==> src/rtl/agen_pkg.sv <==
package agen_pkg;

  localparam int ADDR_W  = 16;
  localparam int OFF_W   = 8;
  localparam int NREG    = 5;
  localparam int SEL_W   = 3;

  typedef enum logic [1:0] {
    MD_DIRECT   = 2'd0,
    MD_INDIRECT = 2'd1,
    MD_INDEXED  = 2'd2,
    MD_BAD      = 2'd3
  } mode_e;

  typedef enum logic [2:0] {
    BS_ZERO = 3'd0,
    BS_SEQ  = 3'd1,
    BS_WSP  = 3'd2,
    BS_D1   = 3'd3,
    BS_D2   = 3'd4
  } base_e;

  localparam int IDX_SLOT = 4;

  // Shift a value left by the size code (0,1,2), wrapping at ADDR_W bits.
  function automatic logic [ADDR_W-1:0] size_scale(input logic [ADDR_W-1:0] v,
                                                   input logic [1:0] sz);
    size_scale = v << sz;
  endfunction

  // Keep only the offset bits chosen by the width code.
  function automatic logic [OFF_W-1:0] off_trim(input logic [OFF_W-1:0] off,
                                                input logic [1:0] wcode);
    int unsigned keep;
    logic [OFF_W-1:0] msk;
    keep = (wcode == 2'd3) ? OFF_W : 4 + int'(wcode);
    msk  = '0;
    for (int i = 0; i < OFF_W; i++) msk[i] = (i < int'(keep));
    off_trim = off & msk;
  endfunction

  function automatic logic fmt_legal(input logic [2:0] b, input logic [1:0] m,
                                     input logic [1:0] sz);
    fmt_legal = (b <= 3'(BS_D2)) && (m != 2'(MD_BAD)) && (sz != 2'd3)
                && !((b == 3'(BS_SEQ)) && (m == 2'(MD_INDEXED)));
  endfunction

endpackage

==> src/rtl/agen_regfile.sv <==
module agen_regfile
  import agen_pkg::*;
#(
  parameter int AW = ADDR_W,
  parameter int NR = NREG
) (
  input  logic                  clk,
  input  logic                  rst_n,
  input  logic                  wr_en,
  input  logic [SEL_W-1:0]      wr_sel,
  input  logic [AW-1:0]         wr_data,
  output logic [NR-1:0][AW-1:0] rd_val
);

  for (genvar g = 0; g < NR; g++) begin : g_slot
    logic hit;
    assign hit = wr_en && (wr_sel == SEL_W'(g));
    always_ff @(posedge clk or negedge rst_n) begin
      if (!rst_n)   rd_val[g] <= '0;
      else if (hit) rd_val[g] <= wr_data;
    end
  end

endmodule

==> src/rtl/agen_calc.sv <==
module agen_calc
  import agen_pkg::*;
#(
  parameter int AW = ADDR_W,
  parameter int OW = OFF_W,
  parameter int NR = NREG
) (
  input  logic [NR-1:0][AW-1:0] regs,
  input  logic [2:0]            base_sel,
  input  logic [1:0]            mode,
  input  logic [1:0]            size,
  input  logic [OW-1:0]         off,
  input  logic [1:0]            offw,
  output logic                  legal,
  output logic                  is_ind,
  output logic [AW-1:0]         ptr_addr,
  output logic [AW-1:0]         fast_addr,
  output logic [AW-1:0]         x_scaled
);

  logic [AW-1:0] base_val;
  logic [AW-1:0] off_scaled;

  always_comb begin
    base_val = '0;
    for (int i = 1; i <= 4; i++)
      if (base_sel == 3'(i)) base_val = regs[i-1];
  end

  assign off_scaled = size_scale(AW'(off_trim(off, offw)), size);
  assign x_scaled   = size_scale(regs[IDX_SLOT], size);
  assign ptr_addr   = base_val + off_scaled;
  assign fast_addr  = (mode == 2'(MD_INDEXED)) ? ptr_addr + x_scaled : ptr_addr;
  assign legal      = fmt_legal(base_sel, mode, size);
  assign is_ind     = (mode == 2'(MD_INDIRECT));

endmodule

==> src/rtl/agen_seq.sv <==
module agen_seq
  import agen_pkg::*;
#(
  parameter int AW = ADDR_W
) (
  input  logic          clk,
  input  logic          rst_n,
  input  logic          req_valid,
  output logic          req_ready,
  input  logic          legal,
  input  logic          is_ind,
  input  logic [AW-1:0] ptr_addr,
  input  logic [AW-1:0] fast_addr,
  input  logic [AW-1:0] x_scaled,
  output logic          mem_rd_valid,
  input  logic          mem_rd_ready,
  output logic [AW-1:0] mem_rd_addr,
  input  logic          mem_rsp_valid,
  input  logic [AW-1:0] mem_rsp_data,
  output logic [AW-1:0] ea_addr,
  output logic          ea_done,
  output logic          fmt_err,
  output logic          acc_fast,
  output logic          acc_ind,
  output logic          acc_bad
);

  typedef enum logic [2:0] {
    ST_IDLE, ST_FETCH_REQ, ST_FETCH_RSP, ST_ADD, ST_DONE
  } st_e;

  st_e           st_q;
  logic [AW-1:0] ptr_q, sx_q, ea_q;
  logic          err_q;
  logic          accept;

  assign req_ready = (st_q == ST_IDLE);
  assign accept    = req_valid && req_ready;
  assign acc_bad   = accept && !legal;
  assign acc_ind   = accept && legal && is_ind;
  assign acc_fast  = accept && legal && !is_ind;

  always_ff @(posedge clk or negedge rst_n) begin
    if (!rst_n) begin
      st_q  <= ST_IDLE;
      ptr_q <= '0;
      sx_q  <= '0;
      ea_q  <= '0;
      err_q <= 1'b0;
    end else begin
      err_q <= acc_bad;
      unique case (st_q)
        ST_IDLE: begin
          if (acc_fast) begin
            ea_q <= fast_addr;
            st_q <= ST_DONE;
          end else if (acc_ind) begin
            ptr_q <= ptr_addr;
            sx_q  <= x_scaled;
            st_q  <= ST_FETCH_REQ;
          end
        end
        ST_FETCH_REQ: if (mem_rd_ready) st_q <= ST_FETCH_RSP;
        ST_FETCH_RSP: if (mem_rsp_valid) begin
          ptr_q <= mem_rsp_data;
          st_q  <= ST_ADD;
        end
        ST_ADD: begin
          ea_q <= ptr_q + sx_q;
          st_q <= ST_DONE;
        end
        ST_DONE: st_q <= ST_IDLE;
        default: st_q <= ST_IDLE;
      endcase
    end
  end

  assign mem_rd_valid = (st_q == ST_FETCH_REQ);
  assign mem_rd_addr  = ptr_q;
  assign ea_addr      = ea_q;
  assign ea_done      = (st_q == ST_DONE);
  assign fmt_err      = err_q;

endmodule

==> src/rtl/scaled_agen.sv <==
module scaled_agen
  import agen_pkg::*;
#(
  parameter int AW = ADDR_W,
  parameter int OW = OFF_W
) (
  input  logic          clk,
  input  logic          rst_n,
  input  logic          wr_en,
  input  logic [2:0]    wr_sel,
  input  logic [AW-1:0] wr_data,
  input  logic          req_valid,
  output logic          req_ready,
  input  logic [2:0]    req_base,
  input  logic [1:0]    req_mode,
  input  logic [1:0]    req_size,
  input  logic [OW-1:0] req_off,
  input  logic [1:0]    req_offw,
  output logic          mem_rd_valid,
  input  logic          mem_rd_ready,
  output logic [AW-1:0] mem_rd_addr,
  input  logic          mem_rsp_valid,
  input  logic [AW-1:0] mem_rsp_data,
  output logic [AW-1:0] ea_addr,
  output logic          ea_done,
  output logic          fmt_err
);

  logic [NREG-1:0][AW-1:0] regs;
  logic          legal, is_ind;
  logic [AW-1:0] ptr_addr, fast_addr, x_scaled;
  logic          acc_fast, acc_ind, acc_bad;

  agen_regfile #(.AW(AW), .NR(NREG)) u_regs (
    .clk(clk), .rst_n(rst_n), .wr_en(wr_en), .wr_sel(wr_sel),
    .wr_data(wr_data), .rd_val(regs)
  );

  agen_calc #(.AW(AW), .OW(OW), .NR(NREG)) u_calc (
    .regs(regs), .base_sel(req_base), .mode(req_mode), .size(req_size),
    .off(req_off), .offw(req_offw), .legal(legal), .is_ind(is_ind),
    .ptr_addr(ptr_addr), .fast_addr(fast_addr), .x_scaled(x_scaled)
  );

  agen_seq #(.AW(AW)) u_seq (
    .clk(clk), .rst_n(rst_n), .req_valid(req_valid), .req_ready(req_ready),
    .legal(legal), .is_ind(is_ind), .ptr_addr(ptr_addr),
    .fast_addr(fast_addr), .x_scaled(x_scaled),
    .mem_rd_valid(mem_rd_valid), .mem_rd_ready(mem_rd_ready),
    .mem_rd_addr(mem_rd_addr), .mem_rsp_valid(mem_rsp_valid),
    .mem_rsp_data(mem_rsp_data), .ea_addr(ea_addr), .ea_done(ea_done),
    .fmt_err(fmt_err), .acc_fast(acc_fast), .acc_ind(acc_ind),
    .acc_bad(acc_bad)
  );

endmodule

==> config.mk <==
export PLATFORM = sky130hd
export DESIGN_NAME = scaled_agen
export DESIGN_NICKNAME = d
export VERILOG_FILES = /design/src/rtl/agen_pkg.sv /design/src/rtl/agen_regfile.sv /design/src/rtl/agen_calc.sv /design/src/rtl/agen_seq.sv /design/src/rtl/scaled_agen.sv
export SDC_FILE = /design/constraint.sdc
export NUM_CORES = 1
export LEC_CHECK = 0
export ABC_CLOCK_PERIOD_IN_PS = 6050
export CAP_MARGIN = 15
export CORE_UTILIZATION = 35
export CTS_CLUSTER_SIZE = 25
export DETAILED_ROUTE_END_ITERATION = 10
export DONT_BUFFER_PORTS = 1
export PLACE_DENSITY = 0.55
export SYNTH_ARGS = -nofsm -noshare
export SYNTH_HDL_FRONTEND = slang
export SYNTH_HIERARCHICAL = 1
export SYNTH_SLANG_ARGS = --single-unit
==> constraint.sdc <==
create_clock -name clk -period 6.05 [get_ports clk]
set_clock_uncertainty 0.2 [all_clocks]
set_input_delay 0.605 -clock clk [delete_from_list [all_inputs] [get_ports clk]]
set_output_delay 0.605 -clock clk [all_outputs]
set_load 0.1 [all_outputs]
==> impl_metrics.csv <==
group,metric,value,unit
clocking,cts_tree,"yes",
power_and_ir_drop,vdd.ir_drop.worst,0.340,mV
clocking,clk_pin_slew,0.06,ns
grt,grt_first_pass_wirelength,36.0,mm
sta,slew_violations,0,
detailed_routing,avgViaCountPerCell,5.40,
die,initial_core_util,36.2,%
sta,max-slew-margin-rel,23.8,%
logic_synthesis,yosysWarnings,6,
clocking,clock-sinks,132,
logic_synthesis,synth_most_common_cell,"nand2_1",
finish,num_antenna_cells,0,
detailed_routing,wirelength,22.3,mm
sta,rsz0062_at_grt,"false",
logic_synthesis,synthMuxAreaShare,18.2,%
die,dieArea,26100,sq um
detailed_routing,firstDrtPassIters,5,
sta,tightest_slew,1.14,ns
finish,drive_gt1_share,19.8,%
finish,area_growth,10.3,%
clocking,htreeDepth,4,
logic_synthesis,synth_simple_gate_area_share,14.6,%
logic_synthesis,synth_top_family_by_area,"multiplexers",
die,rows,57,
detailed_routing,first_iter_violations,500,
detailed_routing,routedWlPerCell,18.3,microns
clocking,cts-root-buf,"clkbuf_16",
logic_synthesis,ys_ff_latch,132,
detailed_routing,ant_nets,0,
logic_synthesis,synth_compound_area_share,15.9,%
critical_path,slowest_delay,0.44,ns
critical_path,r2r_slack,0.73,ns
placement,port_buffers,0,
logic_synthesis,yosys-top-cells-count,"nand2_1, dfrtp_1, mux2_2",
logic_synthesis,netlist-cell-type-count,89,
sta,setup_tns,0,ns
sta,finalHoldViolations,0,
sta,max_freq,188,MHz
outcome,outcome,"finished, final reports clean",
logic_synthesis,synth_flop_cell,"dfrtp_1",
critical_path,path_class,"reg -> reg",
placement,gp_congestion,0.852,
grt,grt-ovfl-total,0,
logic_synthesis,ys_async_sr_fraction,100,%
critical_path,r2r_cells,24,
logic_synthesis,synth_top_area_share,37.1,%
grt,grt_antenna_before_repair,0,
critical_path,critPathCapture,"u_seq/ea_addr[15]",
logic_synthesis,yosysTopAreaCell,"dfrtp_1",
grt,grt_max_degree,133,
critical_path,cp-startpoint,"u_regs/rd_val[32]",
clocking,cts.repair.resized,0,
clocking,numCtsBuffers,17,
grt,grt_usage,17.6,%
finish,fill_cells,2452,
placement,placedCellCount,1184,
grt,grt_pass1_vias,6443,
critical_path,worstPathCellList,"mux2i_1, o22ai_1, ha_1, fa_1, a211oi_1, nor2_1, o221ai_1, a21boi_0, o21a_1, o21a_1, nand2_1, xor2_1, ha_1, o21ai_0, nor2_1, nand2_1, mux2i_1, a2111o_1, or4b_1, o221ai_1, nand3b_1, mux2_2, nand2_1, o21ai_0",
finish,stdcell_count,1218,
die,die_w,161,microns
hold_path,worstHoldStart,"mem_rd_ready",
critical_path,crit-reg2reg-launch,"u_regs/rd_val[32]",
sta,setup_viol,0,
finish,finalNetCount,982,
logic_synthesis,syn_nets,992,
detailed_routing,route.detailed.drc,0,
critical_path,cp.required,6.13,ns
hold_path,hold_path_class,"in -> reg",
power_and_ir_drop,powerDensity,484,nW/um^2
placement,hpwl,16.8,mm
die,io_pins,94,
critical_path,cp_max_fo,4,
logic_synthesis,synthAdderAreaFrac,6.30,%
logic_synthesis,synth_xor_area_share,4.04,%
power_and_ir_drop,p_leak,4.27,nW
critical_path,r2r-end,"u_seq/ea_addr[15]",
clocking,clk_path_buf_depth,2,
logic_synthesis,synthCells,891,
logic_synthesis,synth_edf_count,0,
logic_synthesis,syn_area_per_cell,9.99,sq um
die,core,24600,sq um
detailed_routing,num_vias,6576,
critical_path,cp-start-kind,"register",
die,die_h,161,microns
critical_path,crit_path_top_delay_cell,"a2111o_1",
logic_synthesis,synthTopCellsByArea,"dfrtp_1, mux2_2, nand2_1",
critical_path,crit_path_frequent_cell,"nand2_1",
critical_path,critPathCaptureType,"register",
logic_synthesis,yosysSeqAreaShare,37.1,%
clocking,clkLatencyLatePin,0.43,ns
job,maxCapViolCount,0,
logic_synthesis,syn_area,8900,sq um
sta,min_period_over_period,87.9,%
sta,period_minus_slack,5.32,ns
critical_path,arrival,5.40,ns
-- critical path, delay by kind of cell (launching register included) --
| kind | cells | cell delay (ns) |
|---|---|---|
| compound gates | 10 | 2.03 |
| simple gates | 7 | 0.81 |
| xor+xnor | 1 | 0.23 |
| flops | 1 | 0.37 |
| fa+ha+maj | 3 | 1.00 |
| mux | 3 | 0.54 |
-- layout by cell type (no fill, tap or decap), types with 3 or more instances in the layout --
cell type	count
a2111oi_2	3
a211o_1	3
a211oi_1	15
a21o_1	12
a21oi_1	28
a22oi_1	14
a31oi_1	13
and3_1	3
buf_4	12
clkbuf_16	19
dfrtp_1	132
fa_1	3
ha_1	40
inv_1	16
inv_6	6
mux2_2	91
mux2i_1	49
mux4_2	3
nand2_1	138
nand2b_1	5
nand3_1	9
nand3b_1	5
nor2_1	44
nor2b_1	9
nor3_1	7
nor3b_1	5
nor3b_2	3
o211ai_1	3
o21a_1	4
o21ai_0	53
o21ai_1	3
o22a_1	4
o22ai_1	12
o31ai_1	6
or3_1	6
xnor2_1	32
xor2_1	9
-- worst min path at each step --
stage          cells after the start                 to
3_5_place_dp                       0  u_regs/rd_val[46]
2_1_floorplan                      0   u_regs/rd_val[0]
3_3_place_gp                       0  u_regs/rd_val[30]
5_1_grt                            1      u_seq/st_q[0]
6_report                           1      u_seq/st_q[0]
4_1_cts                            1      u_seq/st_q[0]
-- sequential cells by signal, indices dropped and copies added (netlist names) --
signal / flops
u_seq/sx_q: 16
u_seq/fmt_err: 1
u_seq/st_q: 3
u_seq/ea_addr: 16
u_seq/mem_rd_addr: 16
u_regs/rd_val: 80
-- kinds of logic (layout without fill, tap and decap cells) --
family,after synthesis,after routing
AOI/OAI and AO/OA,204,204
xor gates and xnor gates,41,41
adders and majority gates,43,43
buffers and inverters,64,67
DFF,132,132
muxes,146,146
and+or+nand+nor,261,261
-- report_power, final --
group	total, mW	internal [mW]	switching, mW
combinational	1.68	0.739	0.938
clock	1.01	0.578	0.437
sequential	2.06	1.14	0.921
total	4.75	2.45	2.30
-- through the flow --
stage | setup slack [ns] | hold WS (ns) | power (mW) | instance area (sq um) | util [%]
2_1_floorplan | 0.112 | 0.109 | 3.36 | 8900 | -
3_3_place_gp | 0.550 | 0.116 | 3.70 | 9210 | 37.4
3_5_place_dp | 0.376 | 0.117 | 3.72 | 9210 | 37.4
4_1_cts | 0.774 | 0.0456 | 4.77 | 9810 | 39.9
5_1_grt | 0.392 | 0.0631 | 5.04 | 9810 | 39.9
6_report | 0.733 | 0.0619 | 4.75 | 9810 | 39.9
-- per-layer routing --
metal  up-vias  part of all wire, %  track usage, %
li1       3232                    -               -
met2       154                   44            27.3
met3        13                  5.3            4.26
met4         0                 0.94            4.16
met5         -                    0               0
met1      3177                   50            24.7
-- final cells by class --
| class | instances | area (sq um) | share of cell area, % |
|---|---|---|---|
| Clock buffer | 18 | 429 | 4.37 |
| Multi-Input combinational cell | 695 | 5290 | 53.9 |
| Inverter | 19 | 71.3 | 0.727 |
| Sequential cell | 132 | 3300 | 33.7 |
| Clock inverter | 14 | 140 | 1.43 |
| Tap cell | 324 | 405 | 4.13 |
| Timing Repair Buffer | 16 | 178 | 1.81 |
-- repair_timing --
action,4_1_cts,5_1_grt
hold buffers,2,0
setup buffers,0,0
endpoints found under the hold margin,132,0
(Power assumes the default switching activity.)
